`src/rtl/tpwm_pkg.sv`:
```
package tpwm_pkg;
  localparam int NCH = 3;

  typedef enum logic [2:0] {
    RA_CTRL  = 3'd0,
    RA_PER   = 3'd1,
    RA_DEAD  = 3'd2,
    RA_DUTY0 = 3'd3,
    RA_DUTY1 = 3'd4,
    RA_DUTY2 = 3'd5,
    RA_CHOP  = 3'd6,
    RA_STAT  = 3'd7
  } reg_addr_e;

  typedef struct packed {
    logic           chop_lo;
    logic           chop_hi;
    logic [NCH-1:0] xover;
    logic           dbl;
    logic           en;
  } ctrl_t;
endpackage

```
`src/rtl/tpwm_timebase.sv`:
```
module tpwm_timebase #(
  parameter int W = 16
) (
  input  logic         clk,
  input  logic         rst,
  input  logic         run,
  input  logic         dbl,
  input  logic [W-1:0] per,
  output logic [W-1:0] cnt,
  output logic         half,
  output logic         live,
  output logic         ld_start,
  output logic         ld_mid,
  output logic         sync_pre
);
  logic [W-1:0] lim;
  assign lim = per - 1'b1;

  always_comb begin
    ld_start = run && (!live || (half && cnt == '0));
    ld_mid   = run && live && dbl && !half && (cnt == lim);
    sync_pre = run && live && !half && (cnt == '0);
  end

  always_ff @(posedge clk) begin
    if (rst || !run) begin
      cnt  <= '0;
      half <= 1'b0;
      live <= 1'b0;
    end else if (!live) begin
      live <= 1'b1;
    end else if (!half) begin
      if (cnt == lim) half <= 1'b1;
      else            cnt  <= cnt + 1'b1;
    end else begin
      if (cnt == '0)  half <= 1'b0;
      else            cnt  <= cnt - 1'b1;
    end
  end
endmodule

```
`src/rtl/tpwm_chan.sv`:
```
module tpwm_chan #(
  parameter int W = 16
) (
  input  logic [W-1:0] cnt,
  input  logic [W-1:0] per,
  input  logic [W-1:0] duty,
  input  logic [W-1:0] dead,
  input  logic         xover,
  output logic         hi_on,
  output logic         lo_on
);
  logic [W:0] thr;
  logic [W:0] c_ext;
  logic       h;
  logic       l;

  always_comb begin
    thr   = {1'b0, per} - {1'b0, duty};
    c_ext = {1'b0, cnt};
    if (duty >= per) begin
      h = 1'b1;
      l = 1'b0;
    end else if (duty == '0) begin
      h = 1'b0;
      l = 1'b1;
    end else begin
      h = c_ext >= (thr + {1'b0, dead});
      l = (c_ext + {1'b0, dead}) < thr;
    end
    hi_on = xover ? l : h;
    lo_on = xover ? h : l;
  end
endmodule

```
`src/rtl/tpwm_chop.sv`:
```
module tpwm_chop #(
  parameter int CW = 8
) (
  input  logic          clk,
  input  logic          rst,
  input  logic [CW-1:0] div,
  output logic          ph
);
  logic [CW-1:0] c;

  always_ff @(posedge clk) begin
    if (rst) begin
      c  <= '0;
      ph <= 1'b0;
    end else if (c >= div) begin
      c  <= '0;
      ph <= ~ph;
    end else begin
      c  <= c + 1'b1;
    end
  end
endmodule

```
`src/rtl/tpwm_core.sv`:
```
module tpwm_core #(
  parameter int W  = 16,
  parameter int CW = 8
) (
  input  logic                     clk,
  input  logic                     rst,
  input  logic                     bus_wr,
  input  logic [2:0]               bus_addr,
  input  logic [W-1:0]             bus_wdata,
  output logic [W-1:0]             bus_rdata,
  input  logic                     trip_in,
  output logic [tpwm_pkg::NCH-1:0] pwm_h_n,
  output logic [tpwm_pkg::NCH-1:0] pwm_l_n,
  output logic                     sync_o,
  output logic                     irq_sync,
  output logic                     irq_trip
);
  import tpwm_pkg::*;
  localparam int CTW = $bits(ctrl_t);

  ctrl_t                   ctrl_q;
  logic [W-1:0]            sh_per, sh_dead, a_per, a_dead;
  logic [NCH-1:0][W-1:0]   sh_duty, a_duty;
  logic [CW-1:0]           chop_div;
  logic                    trip_st, shut;
  logic [W-1:0]            cnt;
  logic                    half, live, ld_start, ld_mid, sync_pre, chop_ph;
  logic [NCH-1:0]          hi_on, lo_on, hi_g, lo_g;
  logic [NCH-1:0]          h_q, l_q;
  logic                    sync_q;
  logic                    pass;

  always_ff @(posedge clk) begin
    if (rst) begin
      ctrl_q   <= '0;
      sh_per   <= '0;
      sh_dead  <= '0;
      sh_duty  <= '0;
      chop_div <= '0;
    end else if (bus_wr) begin
      case (reg_addr_e'(bus_addr))
        RA_CTRL:  ctrl_q     <= ctrl_t'(bus_wdata[CTW-1:0]);
        RA_PER:   sh_per     <= bus_wdata;
        RA_DEAD:  sh_dead    <= bus_wdata;
        RA_DUTY0: sh_duty[0] <= bus_wdata;
        RA_DUTY1: sh_duty[1] <= bus_wdata;
        RA_DUTY2: sh_duty[2] <= bus_wdata;
        RA_CHOP:  chop_div   <= bus_wdata[CW-1:0];
        default:  ;
      endcase
    end
  end

  always_ff @(posedge clk) begin
    if (rst)
      trip_st <= 1'b0;
    else if (trip_in)
      trip_st <= 1'b1;
    else if (bus_wr && reg_addr_e'(bus_addr) == RA_STAT && bus_wdata[1])
      trip_st <= 1'b0;
  end

  always_ff @(posedge clk) begin
    if (rst)                       shut <= 1'b0;
    else if (trip_in)              shut <= 1'b1;
    else if (ld_start && !trip_st) shut <= 1'b0;
  end

  always_ff @(posedge clk) begin
    if (rst) begin
      a_per  <= '0;
      a_dead <= '0;
      a_duty <= '0;
    end else if (ld_start) begin
      a_per  <= (sh_per == '0) ? W'(1) : sh_per;
      a_dead <= sh_dead;
      a_duty <= sh_duty;
    end else if (ld_mid) begin
      a_dead <= sh_dead;
      a_duty <= sh_duty;
    end
  end

  tpwm_timebase #(.W(W)) u_tb (
    .clk(clk), .rst(rst), .run(ctrl_q.en), .dbl(ctrl_q.dbl), .per(a_per),
    .cnt(cnt), .half(half), .live(live), .ld_start(ld_start),
    .ld_mid(ld_mid), .sync_pre(sync_pre)
  );

  tpwm_chop #(.CW(CW)) u_chop (
    .clk(clk), .rst(rst), .div(chop_div), .ph(chop_ph)
  );

  for (genvar g = 0; g < NCH; g++) begin : g_ch
    tpwm_chan #(.W(W)) u_ch (
      .cnt(cnt), .per(a_per), .duty(a_duty[g]), .dead(a_dead),
      .xover(ctrl_q.xover[g]), .hi_on(hi_on[g]), .lo_on(lo_on[g])
    );
    assign hi_g[g] = hi_on[g] & (~ctrl_q.chop_hi | chop_ph);
    assign lo_g[g] = lo_on[g] & (~ctrl_q.chop_lo | chop_ph);
  end

  assign pass = live & ~shut & ~trip_in;

  always_ff @(posedge clk) begin
    if (rst || !ctrl_q.en) begin
      h_q    <= '1;
      l_q    <= '1;
      sync_q <= 1'b0;
    end else begin
      h_q    <= ~(hi_g & {NCH{pass}});
      l_q    <= ~(lo_g & {NCH{pass}});
      sync_q <= sync_pre;
    end
  end

  always_ff @(posedge clk) begin
    if (rst) bus_rdata <= '0;
    else begin
      case (reg_addr_e'(bus_addr))
        RA_CTRL:  bus_rdata <= {{(W-CTW){1'b0}}, ctrl_q};
        RA_PER:   bus_rdata <= sh_per;
        RA_DEAD:  bus_rdata <= sh_dead;
        RA_DUTY0: bus_rdata <= sh_duty[0];
        RA_DUTY1: bus_rdata <= sh_duty[1];
        RA_DUTY2: bus_rdata <= sh_duty[2];
        RA_CHOP:  bus_rdata <= {{(W-CW){1'b0}}, chop_div};
        default:  bus_rdata <= {{(W-2){1'b0}}, trip_st, half};
      endcase
    end
  end

  assign pwm_h_n  = h_q | {NCH{trip_in}};
  assign pwm_l_n  = l_q | {NCH{trip_in}};
  assign sync_o   = sync_q;
  assign irq_sync = sync_q;
  assign irq_trip = trip_st;
endmodule

```
`config.mk`:
```
export PLATFORM = sky130hd
export DESIGN_NAME = tpwm_core
export DESIGN_NICKNAME = d
export VERILOG_FILES = /design/src/rtl/tpwm_pkg.sv /design/src/rtl/tpwm_timebase.sv /design/src/rtl/tpwm_chan.sv /design/src/rtl/tpwm_chop.sv /design/src/rtl/tpwm_core.sv
export SDC_FILE = /design/constraint.sdc
export NUM_CORES = 1
export LEC_CHECK = 0
export BUFFER_PORTS_ARGS = -buffer_cell sky130_fd_sc_hd__buf_2
export CORE_MARGIN = 2
export CORE_UTILIZATION = 35
export DETAILED_ROUTE_END_ITERATION = 12
export MAX_ROUTING_LAYER = met4
export SYNTH_ARGS = -nofsm -noshare
export SYNTH_HDL_FRONTEND = slang
export SYNTH_SLANG_ARGS = --single-unit
```
`constraint.sdc`:
```
create_clock -name clk -period 5.4 [get_ports clk]
set_input_delay 0.27 -clock clk [delete_from_list [all_inputs] [get_ports clk]]
set_output_delay 0.27 -clock clk [all_outputs]
set_load 0.02 [all_outputs]
```
# Word level (Yosys, flattened, before mapping)
# Index checks and enable logic that the tools add are counted.
[op_classes]
n_eq_ne = 10
n_reduce_logical = 35
n_mux = 35
order_cmp = 10
add_sub_neg = 11
bitwise_logic = 21
[ops]
columns = ["op", "n"]
rows = [
  ["one-hot mux 16 bit (7 select lines)", 1],
  ["2-to-1 mux 16 bit", 6],
  ["2-to-1 mux 48 bit", 2],
  ["zero test 16 bit", 5],
  ["adder 17 x 16 -> 17 bit", 3],
  [">= comparator 16 x 17 -> 1 bit", 3],
  ["< comparator 17 bit", 3],
  ["subtractor 16 x 16 -> 17 bit", 3],
  [">= comparator 16 bit", 3],
  ["subtractor 16 x 1 -> 16 bit, second input constant", 2],
  ["2-to-1 mux 1 bit", 26],
  ["adder 16 x 16 -> 17 bit", 1],
  ["adder 16 x 1 -> 16 bit, second input constant", 1],
  ["equality test 16 bit", 1],
  ["AND reduction 2 bit", 7],
  ["equality test 3 bit, second input constant", 4],
  ["logical AND 1 bit", 11],
  ["adder 8 x 1 -> 8 bit, second input constant", 1],
  ["bitwise AND 1 bit", 8],
  [">= comparator 8 bit", 1],
  ["bitwise AND 3 bit", 2],
  ["equality test 3 x 2 -> 1 bit, second input constant", 2],
  ["inverter 3 bit", 2],
  ["bitwise OR 3 bit", 2],
  ["other kinds (11)", 22],
]
[totals]
output_inout_bits = 25
inputBits = 23
wordCells = 149
reg_bits = 227

# Logic depth before layout (Yosys ltp)
[logic_depth]
ltp_word = 9
depth_mapped = 28
mapped_depth_nobuf = 27

# Modules after synthesis
# A second synthesis with hierarchy kept.
[hier_totals]
cells_unflattened = 2463
area_unflattened_um2 = 19540.0
[by_module_without_submodules]
columns = ["mod", "area_per_inst_um2", "instances", "cells_each", "seq_area_each_um2"]
rows = [
  ["tpwm_core", 7812.5, 1, 925, 4003.8],
  ["tpwm_chan (g_ch[0].u_ch)", 2992.9, 1, 404, 0.0],
  ["tpwm_chan (g_ch[2].u_ch)", 2986.6, 1, 402, 0.0],
  ["tpwm_chan (g_ch[1].u_ch)", 2966.6, 1, 402, 0.0],
  ["tpwm_timebase", 2132.0, 1, 263, 360.3],
  ["tpwm_chop", 649.4, 1, 67, 180.2],
]

# Least setup slack after synthesis
# No wires, ideal clock.
[synth_path]
path_kind = "reg2reg"
start = "register a_per[0]"
end = "register h_q[2]"
arrival_ns = 4.801
period_less_slack_ns = 4.880
slack_ns = 0.520
setup_time_ns = 0.079
n_path_buf = 1
t_required_ns = 5.321
stages_incl_launch_ff = 29
cell_sequence = "dfxtp_1 -> clkbuf_1 -> inv_1 -> ha_1 -> fa_1 -> nand2b_1 -> a21oi_1 -> o31a_1 -> a221o_1 -> a21o_1 -> a21o_1 -> xor2_1 -> ha_1 -> or3_1 -> o21ai_0 -> a31oi_1 -> a21o_1 -> a21oi_1 -> xor2_1 -> ha_1 -> nand2_1 -> a31oi_1 -> o21ai_0 -> nand2b_1 -> a21oi_1 -> o211ai_1 -> a221oi_1 -> o31ai_1 -> o211ai_1"
[synth_between]
elab_chain_len = 9
word_cells_on_any_way = 13
cone_classes = "2 x add/sub; 3 x order compare; 5 x mux; 3 x bitwise"
[synth_lines]
columns = ["item", "line", "text"]
rows = [
  ["from (decl)", "tpwm_core.sv:22", "logic [W-1:0] sh_per, sh_dead, a_per, a_dead;"],
  ["from (signal assigned)", "tpwm_core.sv:75", "a_per <= (sh_per == '0) ? W'(1) : sh_per;"],
  ["subtractor 16 x 16 -> 17 bit", "tpwm_chan.sv:18", "thr = {1'b0, per} - {1'b0, duty};"],
  ["adder 17 x 16 -> 17 bit", "tpwm_chan.sv:27", "h = c_ext >= (thr + {1'b0, dead});"],
  [">= comparator 16 x 17 -> 1 bit", "tpwm_chan.sv:27", ""],
  ["2-to-1 mux 1 bit", "tpwm_chan.sv:23", "end else if (duty == '0) begin"],
  ["2-to-1 mux 1 bit", "tpwm_chan.sv:20", "if (duty >= per) begin"],
  ["2-to-1 mux 1 bit (*)", "tpwm_chan.sv:30", "hi_on = xover ? l : h;"],
  ["bitwise AND 1 bit (*)", "tpwm_core.sv:99", "assign hi_g[g] = hi_on[g] & (~ctrl_q.chop_hi | chop_ph);"],
  ["bitwise AND 3 bit (*)", "tpwm_core.sv:111", "h_q <= ~(hi_g & {NCH{pass}});"],
  ["inverter 3 bit (*)", "tpwm_core.sv:111", ""],
  ["to (signal assigned)", "tpwm_core.sv:111", ""],
  ["to (decl)", "tpwm_core.sv:29", "logic [NCH-1:0] h_q, l_q;"],
]
# Mark *: on every way between the ends. The rest lies on a longest branch, timed or not.
# A chain may end at the register's enable or synchronous reset.

# Final worst setup path
[layout_path]
start = "register a_per[0]"
end = "register h_q[1]"
# The elaborated chain is that of the path after synthesis.

==> flow_metrics.py <==
metrics = {
    "run_status": {
        "status": "completed",
    },
    "global_routing": {
        "grt.met2_usage_pct": 38.1,
        "grt_pass1_vias": 15495,
        "grt_pass1_wl_mm": 89.8,
        "use_met1_pct": 31.0,
        "grt-ovfl-total": 0,
        "met3_usage_pct": 2.38,
        "grt_max_degree": 102,
        "grt_use_total_pct": 23.3,
        "busiest_layer": "met2",
        "antenna_found_initial": 0,
    },
    "cells_and_area": {
        "fillers": 4965,
        "nets": 2493,
        "finalNonFillerCells": 2913,
        "final_common_cell": "nand2_1",
        "fin_util_pct": 40.2,
        "layout-drive-gt1-share_pct": 10.3,
        "synthToLayoutAreaGrowth_pct": 13.4,
        "final_cell_mix": "nand2_1 (288), a21oi_1 (236), ha_1 (230)",
        "final_cell_area_um2": 19700,
    },
    "power": {
        "powerDensity_nw_per_um2": 196,
        "p_leak_nw": 8.67,
        "ir_worst_vdd_mv": 0.207,
        "power.total_mw": 3.86,
    },
    "sta": {
        "fmax_mhz": 196,
        "tns_ps": 0,
        "fin_crit_sh_pct": 94.6,
        "timing.clock.skew_ps": 33.8,
        "fin_crit_ps": 5110,
        "finalHoldViolCount": 0,
        "worst_hold_slack_ps": 14.2,
        "slew_viol_final": 0,
        "relSlewSlack_pct": 20.7,
        "fin_ws_ps": 291,
        "worst_pin_slew_ps": 1190,
        "finalSetupViolCount": 0,
    },
    "yosys": {
        "synthArstFlopShare_pct": 0,
        "synth_cell_types": 72,
        "synth_nets": 2423,
        "synthCells": 2157,
        "synth_top_area_share_pct": 26.2,
        "yosysTopAreaCell": "dfxtp_1",
        "syn_area_per_cell_um2": 8.05,
        "synthFlopType": "dfxtp_1",
        "yosysSeqAreaShare_pct": 26.2,
        "ys_warn_count": 0,
        "ys_seq_elements": 227,
        "synthTopCellsByArea": "dfxtp_1 (26%), ha_1 (17%), a21oi_1 (7.0%)",
        "syn-cell-area_um2": 17400,
        "synth_edf_count": 0,
    },
    "route": {
        "drt_drc_violations_left": 0,
        "postRouteAntennaNets": 0,
        "first_iter_violations": 1114,
        "vias_per_cell": 5.45,
        "wire_per_inst_um": 20.0,
        "vias": 15871,
        "drt_first_pass_iters": 5,
        "wirelength_mm": 58.3,
    },
    "cts": {
        "cts-root-buf": "clkbuf_16",
        "cts_sinks": 227,
        "ctsLongestPathBuffers": 3,
        "path_clk_slew_ps": 60,
        "cts_tree": "done",
        "numCtsBuffers": 27,
        "htree_levels": 1,
        "clock_latency_ps": 570,
    },
    "critical_path": {
        "startpoint_type": "register",
        "worst-path-max-fanout": 4,
        "rrSetupSlack_ps": 290,
        "crit_path_end_kind": "register",
        "critical_path_class": "register to register",
        "arrival_ps": 5470,
        "crit_required_ps": 5760,
    },
    "placement": {
        "dpl_worst_slack_ps": 96.0,
        "hpwl_mm": 45.7,
        "io_buffers": 47,
        "dpl.cell_count": 2849,
        "place.gp.congestion": 0.937,
        "dpl-instance-area_um2": 18500,
    },
    "floorplanning": {
        "dieArea_um2": 51400,
        "io_pins": 48,
        "initial_core_util_pct": 35.5,
        "die_w_um": 227,
        "row_count": 81,
        "fp.dieH_um": 227,
        "core_um2": 49000,
    },
    "job": {
        "max-cap-violations": 0,
    },
    "min_path": {
        "hold_class": "primary input to register",
    },
}
[what timing repair did]
item	4_1_cts	5_1_grt
hold buffers	6	0
setup endpoints to repair	0	6
gates resized for setup	0	48
hold endpoints to repair	29	0
setup buffers	0	7
[worst max-delay path, stage by stage, from the launching register on]
cell and delay [ps]:
dfxtp_1 320, inv_2 80, buf_4 130, ha_1 190, fa_2 230, nor2b_1 60, o31a_1 270, or3_1 350
a21oi_2 200, o21bai_2 90, a21o_1 180, a21o_1 200, xor2_2 200, ha_4 250, a21oi_2 160, o21a_1 200
o21ai_2 90, a21o_1 190, a21oi_1 170, xor2_1 90, ha_2 320, nor2_1 40, or4_1 560, o2111ai_1 210
o211ai_1 120
[where the power goes]
part	leakage, nW	internal [mW]	switching [mW]	total [mW]
Clock	0.428	1.08	0.755	1.83
Sequential	1.84	1.70	0.0216	1.72
Combinational	6.40	0.112	0.199	0.311
[routing by layer]
| metal | share of wire (%) | vias up |
|---|---|---|
| li1 | - | 7772 |
| met1 | 47 | 7590 |
| met2 | 46 | 430 |
| met3 | 4.8 | 79 |
| met4 | 2.2 | 0 |
| met5 | 0 | - |
[worst paths after layout]
kind,startpoint,to,depth (start not counted)
min reg2reg,u_chop.c[0]$_SDFF_PP0_,u_chop.c[0]$_SDFF_PP0_,1
min,bus_wdata[12],sh_duty[12]$_SDFFE_PP0P_,3
max,a_per[0]$_SDFFE_PP0P_,h_q[1]$_SDFF_PN1_,24
max reg2reg,a_per[0]$_SDFFE_PP0P_,h_q[1]$_SDFF_PN1_,24
[registers in the layout, summed over array words and instances (netlist names), 16 cells and up]
name / flops
a_per: 16
sh_per: 16
a_dead: 16
u_tb.cnt: 16
a_duty: 48
bus_rdata: 16
sh_dead: 16
sh_duty: 48
[synth_stat cells (6+ instances only)]
cell type    n
a211o_1      6
a211oi_1    17
a21o_1      60
a21oi_1    244
a22oi_1     10
a31oi_1     12
and2_1      10
and3_1      14
and4_1      11
buf_6        9
clkbuf_1    52
dfxtp_1    227
fa_1         8
ha_1       235
inv_1      141
mux2_2      12
mux2i_1     82
mux4_2       6
nand2_1    288
nand2b_1    31
nand3_1     32
nand4_1     14
nor2_1     166
nor2b_1     29
nor3_1      30
nor4_1      25
o2111ai_1    8
o211ai_1    11
o21a_1      25
o21ai_0     74
o21bai_1    13
o31a_1       7
o31ai_1      8
or2_2       19
or3_1        9
xnor2_1     66
xor2_1      67
[cell families after synthesis]
logic type      Yosys count  share of synthesized area, %
compound gates          543                          19.3
xor+xnor                133                          6.71
fa+ha+maj               243                          17.9
buf+inv                 210                          4.98
flops                   227                          26.2
mux                     100                          6.29
simple gates            701                          18.7
[layout make-up]
type | count | area [um2] | share of cell area, %
diodes | 1 | 2.50 | 0.0127
repair buffers | 110 | 742 | 3.77
multi-input cells | 1720 | 12100 | 61.7
well taps | 664 | 831 | 4.22
clock buffers | 40 | 764 | 3.88
flip-flops and latches | 227 | 4550 | 23.1
inverters | 141 | 529 | 2.69
clock inverters | 10 | 119 | 0.604
Power figures use the tool's default switching activity.
